`config.mk`:
```
export PLATFORM = sky130hd
export DESIGN_NAME = hub_prefetch_fifo
export DESIGN_NICKNAME = d
export VERILOG_FILES = /design/src/rtl/hpf_pkg.sv /design/src/rtl/hpf_store.sv /design/src/rtl/hpf_refill.sv /design/src/rtl/hpf_arb.sv /design/src/rtl/hub_prefetch_fifo.sv
export SDC_FILE = /design/constraint.sdc
export NUM_CORES = 2
export LEC_CHECK = 0
export CAP_MARGIN = 20
export CORE_UTILIZATION = 28
export CTS_BUF_LIST = sky130_fd_sc_hd__clkbuf_8
export DETAILED_ROUTE_END_ITERATION = 16
export DONT_BUFFER_PORTS = 1
export PLACE_DENSITY_LB_ADDON = 0.25
export REMOVE_ABC_BUFFERS = 1
export SLEW_MARGIN = 20
export SYNTH_ARGS = -nofsm -noshare
export SYNTH_HDL_FRONTEND = slang
export SYNTH_SLANG_ARGS = --single-unit
```
`constraint.sdc`:
```
create_clock -name clk -period 9 [get_ports clk]
set_input_delay 1.35 -clock clk [delete_from_list [all_inputs] [get_ports clk]]
set_output_delay 1.35 -clock clk [all_outputs]
set_load 0.01 [all_outputs]
```
`src/rtl/hpf_pkg.sv`:
```
package hpf_pkg;

    // Storage holds the processor count plus a fixed margin for reads in flight.
    function automatic int fifo_depth(input int nproc);
        return nproc + 11;
    endfunction

    // Low-water mark below which refill requests are issued.
    function automatic int fifo_mark(input int nproc);
        return nproc + 7;
    endfunction

    typedef enum logic [0:0] {
        OWNER_CPU  = 1'b0,
        OWNER_FIFO = 1'b1
    } hub_owner_e;

endpackage

```
`src/rtl/hpf_store.sv`:
```
module hpf_store #(
    parameter int DATA_W = 32,
    parameter int DEPTH  = 19
) (
    input  logic                         clk,
    input  logic                         rst_n,
    input  logic                         flush,
    input  logic                         wr_en,
    input  logic [DATA_W-1:0]            wr_data,
    input  logic                         rd_en,
    output logic [DATA_W-1:0]            head,
    output logic [$clog2(DEPTH+1)-1:0]   count
);

    localparam int PTR_W = (DEPTH > 1) ? $clog2(DEPTH) : 1;
    localparam int CNT_W = $clog2(DEPTH + 1);

    typedef struct packed {
        logic [DEPTH-1:0][DATA_W-1:0] mem;
        logic [PTR_W-1:0]             wr_ptr;
        logic [PTR_W-1:0]             rd_ptr;
        logic [CNT_W-1:0]             count;
    } store_t;

    store_t st_d, st_q;

    function automatic logic [PTR_W-1:0] ptr_next(input logic [PTR_W-1:0] p);
        return (p == PTR_W'(DEPTH - 1)) ? '0 : p + PTR_W'(1);
    endfunction

    always_comb begin
        st_d = st_q;
        if (flush) begin
            st_d.wr_ptr = '0;
            st_d.rd_ptr = '0;
            st_d.count  = '0;
        end else begin
            if (wr_en) begin
                st_d.mem[st_q.wr_ptr] = wr_data;
                st_d.wr_ptr           = ptr_next(st_q.wr_ptr);
            end
            if (rd_en) begin
                st_d.rd_ptr = ptr_next(st_q.rd_ptr);
            end
            st_d.count = st_q.count + CNT_W'(wr_en) - CNT_W'(rd_en);
        end
    end

    always_ff @(posedge clk) begin
        if (!rst_n) st_q <= '0;
        else        st_q <= st_d;
    end

    assign head  = st_q.mem[st_q.rd_ptr];
    assign count = st_q.count;

    AST_STORE_NO_WRAP: assert property (@(posedge clk) disable iff (!rst_n)
        (wr_en && !rd_en && !flush) |-> (st_q.count < CNT_W'(DEPTH)))
        else $error("store written while full");

    AST_STORE_NO_UNDERRUN: assert property (@(posedge clk) disable iff (!rst_n)
        (rd_en && !flush) |-> (st_q.count != '0))
        else $error("store read while empty");

endmodule

```
`src/rtl/hpf_refill.sv`:
```
module hpf_refill #(
    parameter int ADDR_W = 17,
    parameter int DEPTH  = 19,
    parameter int MARK   = 15,
    parameter int LAT    = 5
) (
    input  logic                         clk,
    input  logic                         rst_n,
    input  logic                         start,
    input  logic [ADDR_W-1:0]            start_addr,
    input  logic [$clog2(DEPTH+1)-1:0]   occupancy,
    input  logic                         gnt,
    output logic                         req,
    output logic [ADDR_W-1:0]            addr,
    output logic                         arrive,
    output logic [$clog2(LAT+1)-1:0]     inflight
);

    localparam int CNT_W = $clog2(DEPTH + 1);
    localparam int INF_W = $clog2(LAT + 1);

    typedef struct packed {
        logic              run;
        logic [ADDR_W-1:0] addr;
        logic [LAT-1:0]    tag;
        logic [INF_W-1:0]  infl;
    } refill_t;

    refill_t rf_d, rf_q;

    logic [CNT_W:0] total;
    logic           take;

    assign total  = {1'b0, occupancy} + (CNT_W+1)'(rf_q.infl);
    assign req    = rf_q.run
                 && (occupancy < CNT_W'(MARK))
                 && (total < (CNT_W+1)'(DEPTH));
    assign take   = req && gnt && !start;
    assign arrive = rf_q.tag[LAT-1];

    always_comb begin
        rf_d = rf_q;
        if (start) begin
            rf_d.run  = 1'b1;
            rf_d.addr = start_addr;
            rf_d.tag  = '0;
            rf_d.infl = '0;
        end else begin
            rf_d.tag  = (rf_q.tag << 1) | LAT'(take);
            rf_d.infl = rf_q.infl + INF_W'(take) - INF_W'(arrive);
            rf_d.addr = rf_q.addr + ADDR_W'(take);
        end
    end

    always_ff @(posedge clk) begin
        if (!rst_n) rf_q <= '0;
        else        rf_q <= rf_d;
    end

    assign addr     = rf_q.addr;
    assign inflight = rf_q.infl;

    AST_INFLIGHT_TRACK: assert property (@(posedge clk) disable iff (!rst_n)
        int'(rf_q.infl) == $countones(rf_q.tag))
        else $error("in-flight count disagrees with latency pipe");

    AST_ADDR_STEP: assert property (@(posedge clk) disable iff (!rst_n)
        (take) |=> (rf_q.addr == $past(rf_q.addr) + ADDR_W'(1)))
        else $error("address did not step after grant");

    AST_IDLE_UNTIL_START: assert property (@(posedge clk) disable iff (!rst_n)
        (!rf_q.run) |-> (!req && rf_q.tag == '0))
        else $error("request before first start");

endmodule

```
`src/rtl/hpf_arb.sv`:
```
module hpf_arb #(
    parameter int ADDR_W = 17
) (
    input  logic              clk,
    input  logic              rst_n,
    input  logic              fifo_req,
    input  logic [ADDR_W-1:0] fifo_addr,
    input  logic              cpu_req,
    input  logic [ADDR_W-1:0] cpu_addr,
    input  logic              hub_gnt,
    output logic              hub_req,
    output logic [ADDR_W-1:0] hub_addr,
    output logic              fifo_gnt,
    output logic              cpu_gnt
);

    import hpf_pkg::*;

    hub_owner_e owner;

    always_comb begin
        owner    = fifo_req ? OWNER_FIFO : OWNER_CPU;
        hub_req  = fifo_req || cpu_req;
        hub_addr = (owner == OWNER_FIFO) ? fifo_addr : cpu_addr;
        fifo_gnt = (owner == OWNER_FIFO) && hub_gnt;
        cpu_gnt  = (owner == OWNER_CPU) && cpu_req && hub_gnt;
    end

    AST_CPU_YIELDS: assert property (@(posedge clk) disable iff (!rst_n)
        fifo_req |-> !cpu_gnt)
        else $error("processor granted over prefetcher");

    AST_ONE_OWNER: assert property (@(posedge clk) disable iff (!rst_n)
        $onehot0({fifo_gnt, cpu_gnt}))
        else $error("two owners granted");

endmodule

```
`src/rtl/hub_prefetch_fifo.sv`:
```
module hub_prefetch_fifo #(
    parameter int NPROC  = 8,
    parameter int ADDR_W = 17,
    parameter int DATA_W = 32,
    parameter int LAT    = 5
) (
    input  logic              clk,
    input  logic              rst_n,
    input  logic              start,
    input  logic [ADDR_W-1:0] start_addr,
    input  logic              pop,
    output logic              pop_valid,
    output logic [DATA_W-1:0] pop_data,
    output logic              hub_req,
    output logic [ADDR_W-1:0] hub_addr,
    input  logic              hub_gnt,
    input  logic [DATA_W-1:0] hub_rdata,
    input  logic              cpu_req,
    input  logic [ADDR_W-1:0] cpu_addr,
    output logic              cpu_gnt
);

    import hpf_pkg::*;

    localparam int DEPTH = fifo_depth(NPROC);
    localparam int MARK  = fifo_mark(NPROC);
    localparam int CNT_W = $clog2(DEPTH + 1);
    localparam int INF_W = $clog2(LAT + 1);

    typedef struct packed {
        logic              valid;
        logic [DATA_W-1:0] data;
    } out_t;

    out_t out_d, out_q;

    logic [CNT_W-1:0]  occupancy;
    logic [INF_W-1:0]  inflight;
    logic [DATA_W-1:0] head;
    logic [ADDR_W-1:0] fifo_addr;
    logic              fifo_req;
    logic              fifo_gnt;
    logic              arrive;
    logic              wr_ok;
    logic              pop_ok;

    assign pop_ok = pop && (occupancy != '0) && !start;
    assign wr_ok  = arrive && !start;

    hpf_refill #(
        .ADDR_W (ADDR_W),
        .DEPTH  (DEPTH),
        .MARK   (MARK),
        .LAT    (LAT)
    ) u_refill (
        .clk        (clk),
        .rst_n      (rst_n),
        .start      (start),
        .start_addr (start_addr),
        .occupancy  (occupancy),
        .gnt        (fifo_gnt),
        .req        (fifo_req),
        .addr       (fifo_addr),
        .arrive     (arrive),
        .inflight   (inflight)
    );

    hpf_store #(
        .DATA_W (DATA_W),
        .DEPTH  (DEPTH)
    ) u_store (
        .clk     (clk),
        .rst_n   (rst_n),
        .flush   (start),
        .wr_en   (wr_ok),
        .wr_data (hub_rdata),
        .rd_en   (pop_ok),
        .head    (head),
        .count   (occupancy)
    );

    hpf_arb #(
        .ADDR_W (ADDR_W)
    ) u_arb (
        .clk       (clk),
        .rst_n     (rst_n),
        .fifo_req  (fifo_req),
        .fifo_addr (fifo_addr),
        .cpu_req   (cpu_req),
        .cpu_addr  (cpu_addr),
        .hub_gnt   (hub_gnt),
        .hub_req   (hub_req),
        .hub_addr  (hub_addr),
        .fifo_gnt  (fifo_gnt),
        .cpu_gnt   (cpu_gnt)
    );

    always_comb begin
        out_d       = out_q;
        out_d.valid = pop_ok;
        if (pop_ok) out_d.data = head;
    end

    always_ff @(posedge clk) begin
        if (!rst_n) out_q <= '0;
        else        out_q <= out_d;
    end

    assign pop_valid = out_q.valid;
    assign pop_data  = out_q.data;

    AST_NO_OVERFLOW: assert property (@(posedge clk) disable iff (!rst_n)
        ({1'b0, occupancy} + (CNT_W+1)'(inflight)) <= (CNT_W+1)'(DEPTH))
        else $error("stored plus in-flight exceeds depth");

    AST_START_FLUSH: assert property (@(posedge clk) disable iff (!rst_n)
        start |=> (occupancy == '0 && inflight == '0 && !pop_valid))
        else $error("start did not flush");

    AST_POP_EMPTY: assert property (@(posedge clk) disable iff (!rst_n)
        (pop && occupancy == '0) |=> !pop_valid)
        else $error("pop on empty produced data");

endmodule

```
== Word level (Yosys, flattened, before mapping) ==
Cells that the tools add are included.
Operators by class
  bitwise operators: 4
  magnitude comparators: 5
  reductions and logical operators: 16
  add/subtract/negate cells: 8
  equality and inequality tests: 2
  mux-type cells: 10
Operator list (count)
  $bwmux 608: 1
  $bmux 32 s5: 1
  $demux 32 s5: 1
  $mux 32: 2
  $mux 25: 1
  $add 17x1->17: 1
  $mux 17: 1
  $lt 5x6->1 const B: 2
  $logic_and 1x1->1: 11
  $add 5x1->5 const B: 2
  $eq 5x5->1 const B: 2
  $mux 5: 2
  $add 5x3->6: 1
  $lt 6x5->1 const B: 1
  $add 5x1->5: 1
  $ge 5x1->1 const B: 1
  $lt 5x4->1 const B: 1
  $or 5x1->5: 1
  $reduce_bool 5->1: 1
  $sub 5x1->5: 1
  $add 3x1->3: 1
  $not 1->1: 3
  $sub 3x1->3: 1
  $reduce_and 2->1: 1
  other kinds (4): 4
Storage, ports and cells
  word-level logic and storage cells: 73
  bits of input ports: 72
  register bits: 682
  output and inout bits: 52

== Depth between registers and ports, before layout ==
  word-level depth: 10
  gate-level depth with buffers: 16
  depth with buffers taken out: 15

== Hierarchy ==
From an unflattened synthesis, not the netlist that was laid out.
Unflattened totals
  cells, all modules: 3719
  area total of the unflattened synthesis: 32167.1 µm²
Modules (own cells, without submodules)
  hpf_store: times used 1, seq. area each 12472.0 µm², cells each 3323, area an instance 28607.4 µm²
  hub_prefetch_fifo: times used 1, seq. area each 660.6 µm², cells each 200, area an instance 1720.4 µm²
  hpf_refill: times used 1, seq. area each 520.5 µm², cells each 174, area an instance 1540.2 µm²
  hpf_arb: times used 1, seq. area each 0.0 µm², cells each 22, area an instance 299.0 µm²

== Worst setup path after synthesis ==
No wires, ideal clock.
  path kind: input to register
  start: input port pop
  end: register u_store.st_q, in the netlist u_store.count[4]
  arrival: 3.528 ns
  setup time: 0.128 ns
  setup slack: 5.345 ns
  cell stages on the path: 14
  path buffers: 2
  required time: 8.872 ns
  cell sequence: inv_1 a311oi_2 buf_2 buf_1 ha_1 inv_1 ha_1 inv_1 fa_1 inv_1 a21oi_1 o21bai_1 xnor2_1 nor2_1
On the way
  longest elaborated chain between the ends: 3
RTL lines
  from (decl): line hub_prefetch_fifo.sv:11  | input logic pop,
  $logic_and 1x1->1 (2 in a row): line hub_prefetch_fifo.sv:47  | assign pop_ok = pop && (occupancy != '0) && !start;
  named net pop_ok: line hub_prefetch_fifo.sv:45  | logic pop_ok;
  $sub 5x1->5: line hpf_store.sv:45  | st_d.count = st_q.count + CNT_W'(wr_en) - CNT_W'(rd_en);
  to (signal assigned): line hpf_store.sv:51  | else st_q <= st_d;
  to (decl): line hpf_store.sv:25  | store_t st_d, st_q;
The timed path passes the listed nets, and every way through them passes these cells.
A chain may end at the register's enable or synchronous reset.

== Final worst setup path ==
  start: register u_store.st_q, in the netlist u_store.count[1]
  end: output port hub_addr[14]
On the way
  longest elaborated chain between the ends: 5
  elaborated cells between the ends (all ways): 7
RTL lines
  $add 5x3->6 or $lt 5x4->1 (tied branches): line hpf_refill.sv:34, hpf_refill.sv:36
  $lt 6x5->1 or $logic_and 1x1->1 (tied branches): line hpf_refill.sv:37, hpf_refill.sv:36
  $logic_and 1x1->1 *: line hpf_refill.sv:37  | && (total < (CNT_W+1)'(DEPTH));
  $mux 1 *: line hpf_arb.sv:22  | owner = fifo_req ? OWNER_FIFO : OWNER_CPU;
  $mux 17 *: line hpf_arb.sv:24  | hub_addr = (owner == OWNER_FIFO) ? fifo_addr : cpu_addr;
  to (decl): line hub_prefetch_fifo.sv:15  | output logic [ADDR_W-1:0] hub_addr,
Mark *: on every way between the ends. The rest lies on a longest branch, timed or not.

==> results.cfg <==
[critical_path]
cp_cell_sequence = inv_1, fa_1, nor2b_1, o22ai_1, nor4_1, nor3_2, buf_4, mux2_2
crit_path_max_fanout = 21
cp_slowest_cell = fa_1
crit_type = reg -> out
crit_required_ns = 7.65
cpPeakStageDelay_ns = 0.50
startpoint_type = register
cp-end-kind = output pin
arrival_ns = 3.19

[synthesis]
synth_area_sq_mm = 0.0314
yosysTopAreaCell = dfxtp_1
synth_edf_count = 0
synth_cells = 3790
synthMuxAreaShare = 0.0985
synth_top_family_by_area = compound AO/OA/AOI/OAI gates
synth_fa_ha_area_frac = 0.0111
yosysMostFrequentCell = nand2_1
syn_area_per_cell_sq_um = 8.28
synth-compound-area-share = 0.206
synth_top_area_frac = 0.435
synthTopCellsByCount = nand2_1, dfxtp_1, a21boi_1
synthFlopType = dfxtp_1
ys_warn_count = 0
yosysUniqueCellTypes = 56
yosys-top-cells-area = dfxtp_1, nand2_1, mux2i_1, a21boi_1, a21boi_0
ys_ff_latch = 682
ys_seq_area_frac = 0.435
synth_xor_area_frac = 0.00669
yosys.area_share.simple = 0.188
synthArstFlopShare = 0

[pwr]
ir_worst_vdd_v = 0.000105
power_frac_clock = 0.458
total_power_mw = 6.02
p_leak_nw = 10.7
p_per_area_mw_per_mm2 = 174
pwr-share-seq = 0.511
intPower_mw = 4.56
pwr-share-comb = 0.031
switching_share = 0.243
switching_power_mw = 1.47

[clock_tree]
cts_resized = 0
clock_path_buffers = 3
tritoncts = built
cts_setup_buffers = 0
numCtsBuffers = 117
path_clk_slew_ns = 0.06
clk_latency_ns = 0.81
h-tree-depth = 3
hold_buffers = 0
clock-sinks = 682
cts_root_buf = clkbuf_8

[global_route]
grt.overflow.total = 0
top_usage_layer = met2
antenna_found_initial = 0
grt_max_degree = 662
grt_pass1_wl_microns = 157000
grt_pass1_vias = 24149
track_usage = 0.182
grtUsageMet3 = 0.0363
grtUsageMet1 = 0.257
use_met2 = 0.282

[drt]
first_pass_iters = 5
wl_per_cell_microns = 20.5
drc = 0
vias_per_cell = 4.91
ant_nets = 0
drt_iter0_drc = 2289
drt-total-wl_microns = 106000
vias = 25398

[floorplan]
die-area_sq_mm = 0.113
io-pin-count = 124
rows = 122
design.core.area_sq_mm = 0.111
die_w_microns = 337
initial_utilization = 0.283
die_h_microns = 337

[placed_design]
port_buffers = 0
place_worst_setup_slack_ns = 5.25
dp.cells = 4964
dp_hpwl_microns = 56400
gp_congestion = 0.766

[run]
maxCapViolations = 0

[hold_path]
min_path_type = reg -> reg

[cells_and_area]
ff_latch_area_sq_mm = 0.0137
area_growth_syn_to_layout_pct = 10.1
nNetsFinal = 3693
fillers = 11708
multi_input_area_sq_mm = 0.0162
fin_cells = 5169
drive_gt1_frac = 0.0758

[timing]
fin_crit_ns = 4.54
worstMarginPinSlew_ns = 1.27
setup_viol = 0
finalHoldViolations = 0
period_share = 0.504
clock.fmax_mhz = 220
slew_headroom = 0.151
skew_ns = 0.0753
rsz0062_at_grt = no
maxSlewViolCount = 0
finalWorstSetupSlack_ns = 4.46

[outcome]
status = finished, final reports clean
[worst max-delay path, delay by kind of cell, from the launching register on]
kind | cells | cell delay (ns)
multiplexers | 1 | 0.33
buffers and inverters | 2 | 0.41
adder cells (fa/ha/maj) | 1 | 0.50
flip-flops | 1 | 0.46
AND/OR/NAND/NOR | 3 | 0.63
AO/OA/AOI/OAI | 1 | 0.12
[cell usage in the layout (no fill, tap or decap), drive strengths merged, types with 15 or more instances in the layout]
| cell | netlist | final |
|---|---|---|
| a31oi | 32 | 32 |
| mux2i | 290 | 290 |
| nor2 | 26 | 26 |
| nand4 | 40 | 40 |
| nand2 | 1275 | 1275 |
| o22ai | 33 | 33 |
| buf | 116 | 49 |
| ha | 23 | 23 |
| nand3 | 60 | 60 |
| o21ai | 45 | 45 |
| a22oi | 64 | 64 |
| dfxtp | 682 | 682 |
| o22a | 32 | 32 |
| o211a | 36 | 36 |
| inv | 51 | 105 |
| a21oi | 15 | 15 |
| a21boi | 608 | 608 |
| clkbuf | 247 | 142 |
| mux2 | 17 | 17 |
[logic make-up after synthesis]
family | count (synthesis)
muxes | 307
DFF | 682
and+or+nand+nor | 1462
AOI/OAI and AO/OA | 873
adders and majority gates | 26
xor gates and xnor gates | 24
buffers and inverters | 416
[path summary, 6_finish.rpt]
| check | depth (start not counted) | startpoint | slack, ns | end |
|---|---|---|---|---|
| max reg2reg | 15 | u_store.count[1] | 5.40 | u_refill.addr[14] |
| min reg2reg | 1 | u_refill.rf_q[3] | 0.43 | u_refill.rf_q[4] |
| min | 1 | u_refill.rf_q[3] | 0.43 | u_refill.rf_q[4] |
| max | 8 | u_store.count[1] | 4.46 | hub_addr[14] |
[power by group through the flow]
stage | combinational [mW] | sequential (mW) | clock (mW)
floorplan | 0.139 | 3.13 | 0
global placement | 0.181 | 3.14 | 0
detailed placement | 0.182 | 3.14 | 0
CTS | 0.182 | 3.08 | 2.83
global route | 0.197 | 3.08 | 2.97
finish | 0.187 | 3.08 | 2.76
[cell type report]
| cell class | count | area share |
|---|---|---|
| Inverter | 53 | 0.00575 |
| Clock inverter | 62 | 0.00850 |
| Antenna cell | 1 | 0.0000724 |
| Timing Repair Buffer | 49 | 0.0114 |
| Sequential cell | 682 | 0.395 |
| Multi-Input combinational cell | 2692 | 0.469 |
| Tap cell | 1488 | 0.0538 |
| Clock buffer | 142 | 0.0565 |
[state kept, by name (all words and copies together) (netlist names)]
| signal | flops |
|---|---|
| pop_data | 32 |
| pop_valid | 1 |
| u_refill.addr | 17 |
| u_refill.arrive | 1 |
| u_refill.inflight | 3 |
| u_refill.rf_q | 5 |
| u_store.count | 5 |
| u_store.st_q | 618 |
[per-layer routing]
metal  up-vias  wire length (microns)  part of all wire
met4         0                   2310             0.022
met1     12254                  50500              0.48
li1      12314                      -                 -
met2       671                  46300              0.44
met5         -                      0                 0
met3       159                   6820             0.064
[per-stage QoR]
| stage | util | TNS [ns] | hold WS [ns] | instance area [sq um] |
|---|---|---|---|---|
| 2_1_floorplan | - | -93.53 | 0.406 | 29900 |
| 3_3_place_gp | 0.291 | 0 | 0.409 | 32300 |
| 3_5_place_dp | 0.291 | 0 | 0.414 | 32300 |
| 4_1_cts | 0.312 | 0 | 0.430 | 34600 |
| 5_1_grt | 0.312 | 0 | 0.441 | 34600 |
| 6_report | 0.312 | 0 | 0.427 | 34600 |
Power figures use the tool's default switching activity.
